--- config.mk ---
export PLATFORM = sky130hd
export DESIGN_NAME = sgw_chain_walker
export DESIGN_NICKNAME = d
export VERILOG_FILES = /design/src/rtl/sgw_pkg.sv /design/src/rtl/sgw_regs.sv /design/src/rtl/sgw_walker.sv /design/src/rtl/sgw_bytecnt.sv /design/src/rtl/sgw_chain_walker.sv
export SDC_FILE = /design/constraint.sdc
export NUM_CORES = 1
export LEC_CHECK = 0
export BUFFER_PORTS_ARGS = -buffer_cell sky130_fd_sc_hd__buf_2
export CAP_MARGIN = 20
export CORE_ASPECT_RATIO = 1.75
export CORE_MARGIN = 3
export CORE_UTILIZATION = 40
export DETAILED_ROUTE_END_ITERATION = 12
export GPL_TIMING_DRIVEN = 0
export PLACE_DENSITY = 0.64
export SYNTH_ARGS = -nofsm -noshare
export SYNTH_HDL_FRONTEND = slang
export SYNTH_HIERARCHICAL = 1
export SYNTH_SLANG_ARGS = --single-unit
--- constraint.sdc ---
create_clock -name clk -period 4.6 [get_ports clk]
set_input_delay 0.46 -clock clk [delete_from_list [all_inputs] [get_ports clk]]
set_output_delay 0.46 -clock clk [all_outputs]
set_load 0.02 [all_outputs]
--- src/rtl/sgw_pkg.sv ---
package sgw_pkg;
  localparam int AW        = 64;
  localparam int CW        = 32;
  localparam int LEN_W     = 27;
  localparam int SLOT_SH   = 4;

  localparam int CTL_IRQ   = 27;
  localparam int CTL_EOC   = 28;

  localparam int CFG_CLR   = 25;
  localparam int CFG_PAUSE = 26;
  localparam int CFG_EN    = 27;
  localparam int CFG_DONE  = 28;

  typedef enum logic [1:0] {
    PROG_TBL_LO = 2'd0,
    PROG_TBL_HI = 2'd1,
    PROG_TOTAL  = 2'd2,
    PROG_CFG    = 2'd3
  } prog_sel_e;

  typedef struct packed {
    logic [31:0]   rsvd;
    logic [AW-1:0] buf_addr;
    logic [31:0]   ctl;
  } sg_desc_t;

  typedef enum logic [1:0] {
    W_IDLE  = 2'd0,
    W_FETCH = 2'd1,
    W_ISSUE = 2'd2,
    W_WAIT  = 2'd3
  } walk_st_e;

  function automatic logic [AW-1:0] slot_addr(input logic [AW-1:0] tbl, input logic [7:0] slot);
    return tbl + {{(AW-8-SLOT_SH){1'b0}}, slot, {SLOT_SH{1'b0}}};
  endfunction

  function automatic logic [LEN_W-1:0] ctl_len(input logic [31:0] ctl);
    return ctl[LEN_W-1:0];
  endfunction

  function automatic logic [CW-1:0] widen_len(input logic [LEN_W-1:0] len);
    return {{(CW-LEN_W){1'b0}}, len};
  endfunction

  function automatic logic [CW-1:0] bytes_left(input logic [CW-1:0] total, input logic [CW-1:0] done);
    return total - done;
  endfunction
endpackage

--- src/rtl/sgw_regs.sv ---
module sgw_regs
  import sgw_pkg::*;
(
  input  logic          clk,
  input  logic          rst_n,
  input  logic          prog_we_i,
  input  logic [1:0]    prog_sel_i,
  input  logic [31:0]   prog_wdata_i,
  input  logic          busy_i,
  input  logic          fin_evt_i,
  input  logic          err_evt_i,
  output logic          start_o,
  output logic          pause_o,
  output logic          clear_o,
  output logic [AW-1:0] tbl_o,
  output logic [CW-1:0] total_o,
  output logic [31:0]   cfg_o,
  output logic          fault_o
);
  logic [AW-1:0] tbl_q;
  logic [CW-1:0] total_q;
  logic          tbl_ld_q, total_ld_q;
  logic          pause_q, clear_q, done_q, fault_q;
  logic          cfg_wr;

  assign cfg_wr  = prog_we_i && (prog_sel_i == PROG_CFG);
  assign start_o = cfg_wr && (prog_wdata_i == 32'd0) && !busy_i && !clear_q
                   && tbl_ld_q && total_ld_q;
  assign clear_o = cfg_wr ? prog_wdata_i[CFG_CLR] : clear_q;
  assign pause_o = pause_q;

  always_ff @(posedge clk or negedge rst_n) begin
    if (!rst_n) begin
      tbl_q      <= '0;
      total_q    <= '0;
      tbl_ld_q   <= 1'b0;
      total_ld_q <= 1'b0;
      pause_q    <= 1'b0;
      clear_q    <= 1'b0;
      done_q     <= 1'b0;
      fault_q    <= 1'b0;
    end else begin
      if (prog_we_i && prog_sel_i == PROG_TBL_LO) begin
        tbl_q[31:0] <= prog_wdata_i;
        tbl_ld_q    <= 1'b1;
      end
      if (prog_we_i && prog_sel_i == PROG_TBL_HI) tbl_q[AW-1:32] <= prog_wdata_i;
      if (prog_we_i && prog_sel_i == PROG_TOTAL) begin
        total_q    <= prog_wdata_i;
        total_ld_q <= 1'b1;
      end
      if (cfg_wr) begin
        pause_q <= prog_wdata_i[CFG_PAUSE];
        clear_q <= prog_wdata_i[CFG_CLR];
      end
      if (start_o) begin
        tbl_ld_q   <= 1'b0;
        total_ld_q <= 1'b0;
        done_q     <= 1'b0;
        fault_q    <= 1'b0;
      end else if (clear_o) begin
        done_q     <= 1'b0;
        fault_q    <= 1'b0;
      end else begin
        if (fin_evt_i) done_q  <= 1'b1;
        if (err_evt_i) fault_q <= 1'b1;
      end
    end
  end

  assign tbl_o   = tbl_q;
  assign total_o = total_q;
  assign fault_o = fault_q;

  always_comb begin
    cfg_o           = '0;
    cfg_o[CFG_CLR]  = clear_q;
    cfg_o[CFG_PAUSE]= pause_q;
    cfg_o[CFG_EN]   = busy_i;
    cfg_o[CFG_DONE] = done_q;
  end
endmodule

--- src/rtl/sgw_walker.sv ---
module sgw_walker
  import sgw_pkg::*;
#(
  parameter int MAX_DESC = 8
) (
  input  logic             clk,
  input  logic             rst_n,
  input  logic             start_i,
  input  logic             pause_i,
  input  logic             clear_i,
  input  logic [AW-1:0]    tbl_i,
  output logic             mrd_req_o,
  output logic [AW-1:0]    mrd_addr_o,
  input  logic             mrd_ack_i,
  input  logic [127:0]     mrd_data_i,
  output logic             seg_valid_o,
  output logic [AW-1:0]    seg_addr_o,
  output logic [LEN_W-1:0] seg_len_o,
  input  logic             seg_ready_i,
  input  logic             seg_done_i,
  output logic             busy_o,
  output logic             fin_evt_o,
  output logic             err_evt_o,
  output logic             cmp_evt_o,
  output logic [LEN_W-1:0] cmp_len_o,
  output logic             done_pulse_o,
  output logic             err_pulse_o,
  output logic             seg_irq_o
);
  localparam int IDX_W = (MAX_DESC > 1) ? $clog2(MAX_DESC) : 1;
  localparam logic [IDX_W-1:0] LAST_SLOT = IDX_W'(MAX_DESC - 1);

  walk_st_e         st_q;
  logic [IDX_W-1:0] idx_q;
  logic [AW-1:0]    tbl_q;
  logic [AW-1:0]    cur_addr_q;
  logic [LEN_W-1:0] cur_len_q;
  logic             cur_eoc_q, cur_irq_q;
  sg_desc_t         rd_desc;
  logic             desc_unused;
  logic             fetch_hit, len_bad, seg_end, overrun, irq_evt;

  assign rd_desc     = sg_desc_t'(mrd_data_i);
  assign desc_unused = ^{rd_desc.rsvd, rd_desc.ctl[31:29]};

  assign mrd_req_o   = (st_q == W_FETCH);
  assign mrd_addr_o  = slot_addr(tbl_q, 8'(idx_q));
  assign seg_valid_o = (st_q == W_ISSUE) && !pause_i && !clear_i;
  assign seg_addr_o  = cur_addr_q;
  assign seg_len_o   = cur_len_q;
  assign busy_o      = (st_q != W_IDLE);

  assign fetch_hit = (st_q == W_FETCH) && mrd_ack_i && !clear_i;
  assign len_bad   = fetch_hit && (ctl_len(rd_desc.ctl) == '0);
  assign seg_end   = (st_q == W_WAIT) && seg_done_i && !clear_i;
  assign overrun   = seg_end && !cur_eoc_q && (idx_q == LAST_SLOT);
  assign fin_evt_o = seg_end && cur_eoc_q;
  assign err_evt_o = len_bad || overrun;
  assign cmp_evt_o = seg_end;
  assign cmp_len_o = cur_len_q;
  assign irq_evt   = seg_end && cur_irq_q;

  always_ff @(posedge clk or negedge rst_n) begin
    if (!rst_n) begin
      st_q       <= W_IDLE;
      idx_q      <= '0;
      tbl_q      <= '0;
      cur_addr_q <= '0;
      cur_len_q  <= '0;
      cur_eoc_q  <= 1'b0;
      cur_irq_q  <= 1'b0;
    end else if (clear_i) begin
      st_q <= W_IDLE;
    end else begin
      unique case (st_q)
        W_IDLE: if (start_i) begin
          tbl_q <= tbl_i;
          idx_q <= '0;
          st_q  <= W_FETCH;
        end
        W_FETCH: if (mrd_ack_i) begin
          cur_addr_q <= rd_desc.buf_addr;
          cur_len_q  <= ctl_len(rd_desc.ctl);
          cur_eoc_q  <= rd_desc.ctl[CTL_EOC];
          cur_irq_q  <= rd_desc.ctl[CTL_IRQ];
          st_q       <= len_bad ? W_IDLE : W_ISSUE;
        end
        W_ISSUE: if (seg_valid_o && seg_ready_i) st_q <= W_WAIT;
        W_WAIT: if (seg_done_i) begin
          if (cur_eoc_q || idx_q == LAST_SLOT) begin
            st_q <= W_IDLE;
          end else begin
            idx_q <= idx_q + 1'b1;
            st_q  <= W_FETCH;
          end
        end
        default: st_q <= W_IDLE;
      endcase
    end
  end

  always_ff @(posedge clk or negedge rst_n) begin
    if (!rst_n) begin
      done_pulse_o <= 1'b0;
      err_pulse_o  <= 1'b0;
      seg_irq_o    <= 1'b0;
    end else begin
      done_pulse_o <= fin_evt_o;
      err_pulse_o  <= err_evt_o;
      seg_irq_o    <= irq_evt;
    end
  end
endmodule

--- src/rtl/sgw_bytecnt.sv ---
module sgw_bytecnt
  import sgw_pkg::*;
(
  input  logic             clk,
  input  logic             rst_n,
  input  logic             zero_i,
  input  logic             add_i,
  input  logic [LEN_W-1:0] len_i,
  output logic [CW-1:0]    count_o
);
  always_ff @(posedge clk or negedge rst_n) begin
    if (!rst_n)      count_o <= '0;
    else if (zero_i) count_o <= '0;
    else if (add_i)  count_o <= count_o + widen_len(len_i);
  end
endmodule

--- src/rtl/sgw_chain_walker.sv ---
module sgw_chain_walker
  import sgw_pkg::*;
#(
  parameter int MAX_DESC = 8
) (
  input  logic          clk,
  input  logic          rst_n,
  input  logic          prog_we_i,
  input  logic [1:0]    prog_sel_i,
  input  logic [31:0]   prog_wdata_i,
  output logic [31:0]   cfg_o,
  output logic [31:0]   done_bytes_o,
  output logic [31:0]   remain_o,
  output logic          fault_o,
  output logic          mrd_req_o,
  output logic [63:0]   mrd_addr_o,
  input  logic          mrd_ack_i,
  input  logic [127:0]  mrd_data_i,
  output logic          seg_valid_o,
  output logic [63:0]   seg_addr_o,
  output logic [26:0]   seg_len_o,
  input  logic          seg_ready_i,
  input  logic          seg_done_i,
  output logic          done_pulse_o,
  output logic          err_pulse_o,
  output logic          seg_irq_o
);
  logic             start, pause, clear, busy;
  logic             fin_evt, err_evt, cmp_evt;
  logic [LEN_W-1:0] cmp_len;
  logic [AW-1:0]    tbl;
  logic [CW-1:0]    total;

  sgw_regs u_regs (
    .clk(clk), .rst_n(rst_n),
    .prog_we_i(prog_we_i), .prog_sel_i(prog_sel_i), .prog_wdata_i(prog_wdata_i),
    .busy_i(busy), .fin_evt_i(fin_evt), .err_evt_i(err_evt),
    .start_o(start), .pause_o(pause), .clear_o(clear),
    .tbl_o(tbl), .total_o(total), .cfg_o(cfg_o), .fault_o(fault_o)
  );

  sgw_walker #(.MAX_DESC(MAX_DESC)) u_walk (
    .clk(clk), .rst_n(rst_n),
    .start_i(start), .pause_i(pause), .clear_i(clear), .tbl_i(tbl),
    .mrd_req_o(mrd_req_o), .mrd_addr_o(mrd_addr_o),
    .mrd_ack_i(mrd_ack_i), .mrd_data_i(mrd_data_i),
    .seg_valid_o(seg_valid_o), .seg_addr_o(seg_addr_o), .seg_len_o(seg_len_o),
    .seg_ready_i(seg_ready_i), .seg_done_i(seg_done_i),
    .busy_o(busy), .fin_evt_o(fin_evt), .err_evt_o(err_evt),
    .cmp_evt_o(cmp_evt), .cmp_len_o(cmp_len),
    .done_pulse_o(done_pulse_o), .err_pulse_o(err_pulse_o), .seg_irq_o(seg_irq_o)
  );

  sgw_bytecnt u_cnt (
    .clk(clk), .rst_n(rst_n),
    .zero_i(clear || start), .add_i(cmp_evt), .len_i(cmp_len),
    .count_o(done_bytes_o)
  );

  assign remain_o = bytes_left(total, done_bytes_o);
endmodule

==> key figures <==
Clocking
  – Worst-path clk slew: 0.07 ns
  – CTS Buf Count: 30
  – Longest Clk Path Bufs: 3
  – Worst skew pair latency: between 0.5 and 0.6 ns
  – CTS root buffer: clkbuf_16
  – Clock sinks: 299
  – CTS H-tree lvls: 1
  – TritonCTS clock tree: yes

Global route
  – First-pass GRT wire length: 79960 um
  – Vias in the first global route: 14070
  – Largest net degree at the start of global routing: 116
  – Global route overflow: 0
  – Initial antenna violation count: 0
  – GRT Total Usage: 22.93%

Logic synthesis
  – Top-count cell post-synth: dfrtp_1
  – Most used DFF post-synth: dfrtp_1
  – Mapped Area: 16680 um^2
  – Synth area leader: dfrtp_1
  – Syn avg cell area: 10.95 um^2
  – Dominant cells by area after synthesis: dfrtp_1 (45%), mux2_2 (17%), ha_1 (4.7%), xnor2_1 (3.2%), buf_4 (3.0%)
  – Post-synth ARST share: between 90% and 100%
  – Synth warnings: 6
  – Top-area cell type share of the netlist area: 44.86%
  – Synth Instances: 1523
  – Number of synthesized flops with an enable pin: 0
  – Seq cells post-synth: 299
  – Distinct cells, synth: slightly above 80
  – Sequential share of the synthesized area: 44.86%
  – List of most frequent post-synthesis cells: dfrtp_1 (299), mux2_2 (250), nand2_1 (106)

Worst setup path
  – Critical path origin: u_walk/idx_q[0]
  – Worst path max stage delay: 0.64 ns
  – Slowest-stage cell, CP: nand4_1
  – Worst setup SP type: register
  – Worst path cell trace: ha_1 > inv_1 > fa_1 > inv_1 > a21o_1 > nand4_1 > nor4_1 > xor2_1 > buf_2
  – Most common cell on crit path: inv_1
  – Worst r2r src: u_walk/st_q[1]
  – CP endpoint kind: output pin
  – Worst Setup Path Type: register to output pin
  – Crit-path max FO: 9
  – Critical Path AT: 3.60 ns
  – Critical Path RT: 4.14 ns

Timing
  – Setup-failing EPs final: 0
  – Post-route clock period utilization: 88.32%
  – Final number of max-transition violations: 0
  – Clock Skew: 0.01247 ns
  – RSZ-0062 raised after global routing: no
  – Slew @ Worst Pin: a little over 0.9 ns
  – Fmax: 246.2 MHz
  – Fin crit period: 4.063 ns
  – Setup_tns: 0 ns
  – Hold Vio Cnt, Final: 0
  – Headroom to the max-slew limit: 39.27%

Hold path
  – Hold Path Class: input pin to register
  – Worst Hold Launch: mrd_data_i[40]

Die
  – Initial Utilization: 40.61%
  – Num ports: 425
  – Die X: 160.4 um
  – DIE AREA: 44280 um^2
  – Core area: 41080 um^2
  – Die Y-Extent: 276.1 um
  – Placement Rows: 98

Finish
  – Fillers: 3765
  – Area delta synth->final: 22.17%
  – Post-layout nets: 2181
  – Finished Layout Cells: 2522
  – Share of cells above drive strength 1: 39.57%

Power
  – Reg power frac: 42.2%
  – Net Switching: 2.063 mW
  – Net Sw Frac: 30.02%
  – Clock power frac: between 30% and 40%
  – Static leakage: 10.27 nW
  – Internal: between 4 and 5 mW
  – Maximum VDD drop: roughly 310 uV
  – Combinational power share: 21.2%
  – PwrDens: 337.2 nW/um^2

Detailed routing
  – Pre-antenna DRT Iters: 5
  – Wire per inst: about 20 um
  – Drt total wl: 51920 um
  – DRT iter0 DRCs: roughly 540
  – Drt via density: about 5.2
  – Vias post-DR: approximately 13000
  – DRC Markers: 0
  – Antenna violation net count after detailed routing: 0

Run
  – Max-cap violations: 0

Place
  – Dpl hpwl: 42030 um
  – Dpl cells: about 2500
  – Gpl congestion: ~0.90
  – I/O Buffers: roughly 360

Outcome
  – Status: completed
-- worst max-delay path, delay by kind of cell (launching register included) --
kind | cells | cell delay [ns]
simple gates | 2 | 1.12
fa+ha+maj | 2 | 0.59
flops | 1 | 0.41
compound gates | 1 | 0.36
buf+inv | 3 | 0.34
xor+xnor | 1 | 0.21
-- cell families after synthesis --
logic type,share of synthesized area [%]
compound gates,9.474
xor+xnor,5.303
fa+ha+maj,5.086
buf+inv,5.821
flops,44.86
mux,17.68
other cells,0.02248
simple gates,11.75
-- per-layer routing --
metal / GRT usage [%] / vias up / wire length (um)
met5: 0 / - / 0
met4: 9.800 / 0 / 2411
met3: 3.538 / 97 / 2868
met2: 45.77 / 478 / 29060
met1: 22.94 / 6363 / 17580
li1: - / 6216 / -
-- sequential cells by signal, indices dropped and copies added, names as in the netlist, 2 cells and up --
name / cells
u_cnt/count_o: 32
u_regs/tbl_o: 64
u_regs/total_o: 32
u_walk/cmp_len_o: 27
u_walk/idx_q: 3
u_walk/seg_addr_o: 64
u_walk/st_q: 2
u_walk/tbl_q: 64
-- cell type report --
cell class | instances | area [um^2] | share of cell area (%)
Multi-Input combinational cell | 1066 | 8328 | 40.87
Sequential cell | 299 | 7482 | 36.72
Timing Repair Buffer | 365 | 1889 | 9.271
Clock buffer | 42 | 877.1 | 4.304
Buffer | 119 | 723.2 | 3.549
Tap cell | 550 | 688.2 | 3.377
Inverter | 66 | 247.7 | 1.216
Clock inverter | 14 | 140.1 | 0.6877
Antenna cell | 1 | 2.502 | 0.01228
-- repair_timing --
action	in CTS	in global routing
hold buffers	1	0
setup buffers	0	0
gates resized for setup	0	0
endpoints found under the hold margin	94	0
-- layout by cell type (no fill, tap or decap), types with 9 or more instances in the layout --
cell / count
buf_2: 380
dfrtp_1: 299
mux2_2: 250
nand2_1: 106
nor2_1: 74
buf_4: 68
inv_1: 65
ha_1: 63
a21oi_1: 62
xnor2_1: 61
xor2_1: 40
nand3_1: 39
nand4_1: 36
clkbuf_1: 35
o21ai_0: 33
clkbuf_16: 31
conb_1: 28
o21ai_1: 24
a21o_1: 24
nor3_1: 23
nor4_1: 23
and3_1: 13
o21bai_1: 12
nor2b_1: 11
mux2i_1: 10
and2_1: 9
-- power groups by stage --
stage	Sequential (mW)	Clock, mW	Combinational (mW)
2_1_floorplan	2.91	0	0.941
3_3_place_gp	2.95	0	1.43
3_5_place_dp	2.95	0	1.46
4_1_cts	2.90	2.60	1.47
5_1_grt	2.93	2.68	1.58
6_report	2.90	2.51	1.45
-- path summary, 6_finish.rpt --
path | endpoint | slack, ns | depth (start not counted)
worst min-delay path | u_walk/seg_addr_o[8] | 0.12 | 2
worst min register to register | u_walk/seg_irq_o | 0.47 | 1
min in group asynchronous | u_walk/tbl_q[3] | 0.50 | 2
max in group asynchronous | u_walk/cmp_len_o[24] | 3.05 | 3
worst max-delay path | mrd_addr_o[60] | 0.54 | 9
worst max register to register | u_walk/tbl_q[0] | 0.85 | 10
-- per-stage QoR --
stage / util [%] / total power [mW] / hold slack, ns / cell area (um^2) / worst slack, ns
final: 49.61 / 6.872 / 0.1165 / 20380 / 0.5375
after global routing: 49.60 / 7.185 / 0.1049 / 20380 / 0.4174
after CTS: 49.60 / 6.972 / 0.08678 / 20380 / 0.5490
after detailed placement: 47.10 / 4.414 / 0.4767 / 19350 / 0.6125
after global placement: 46.93 / 4.380 / 0.4580 / 19280 / -2.516
after floorplan: - / 3.852 / 0.1644 / 16780 / 1.577
Power figures use the tool's default switching activity.
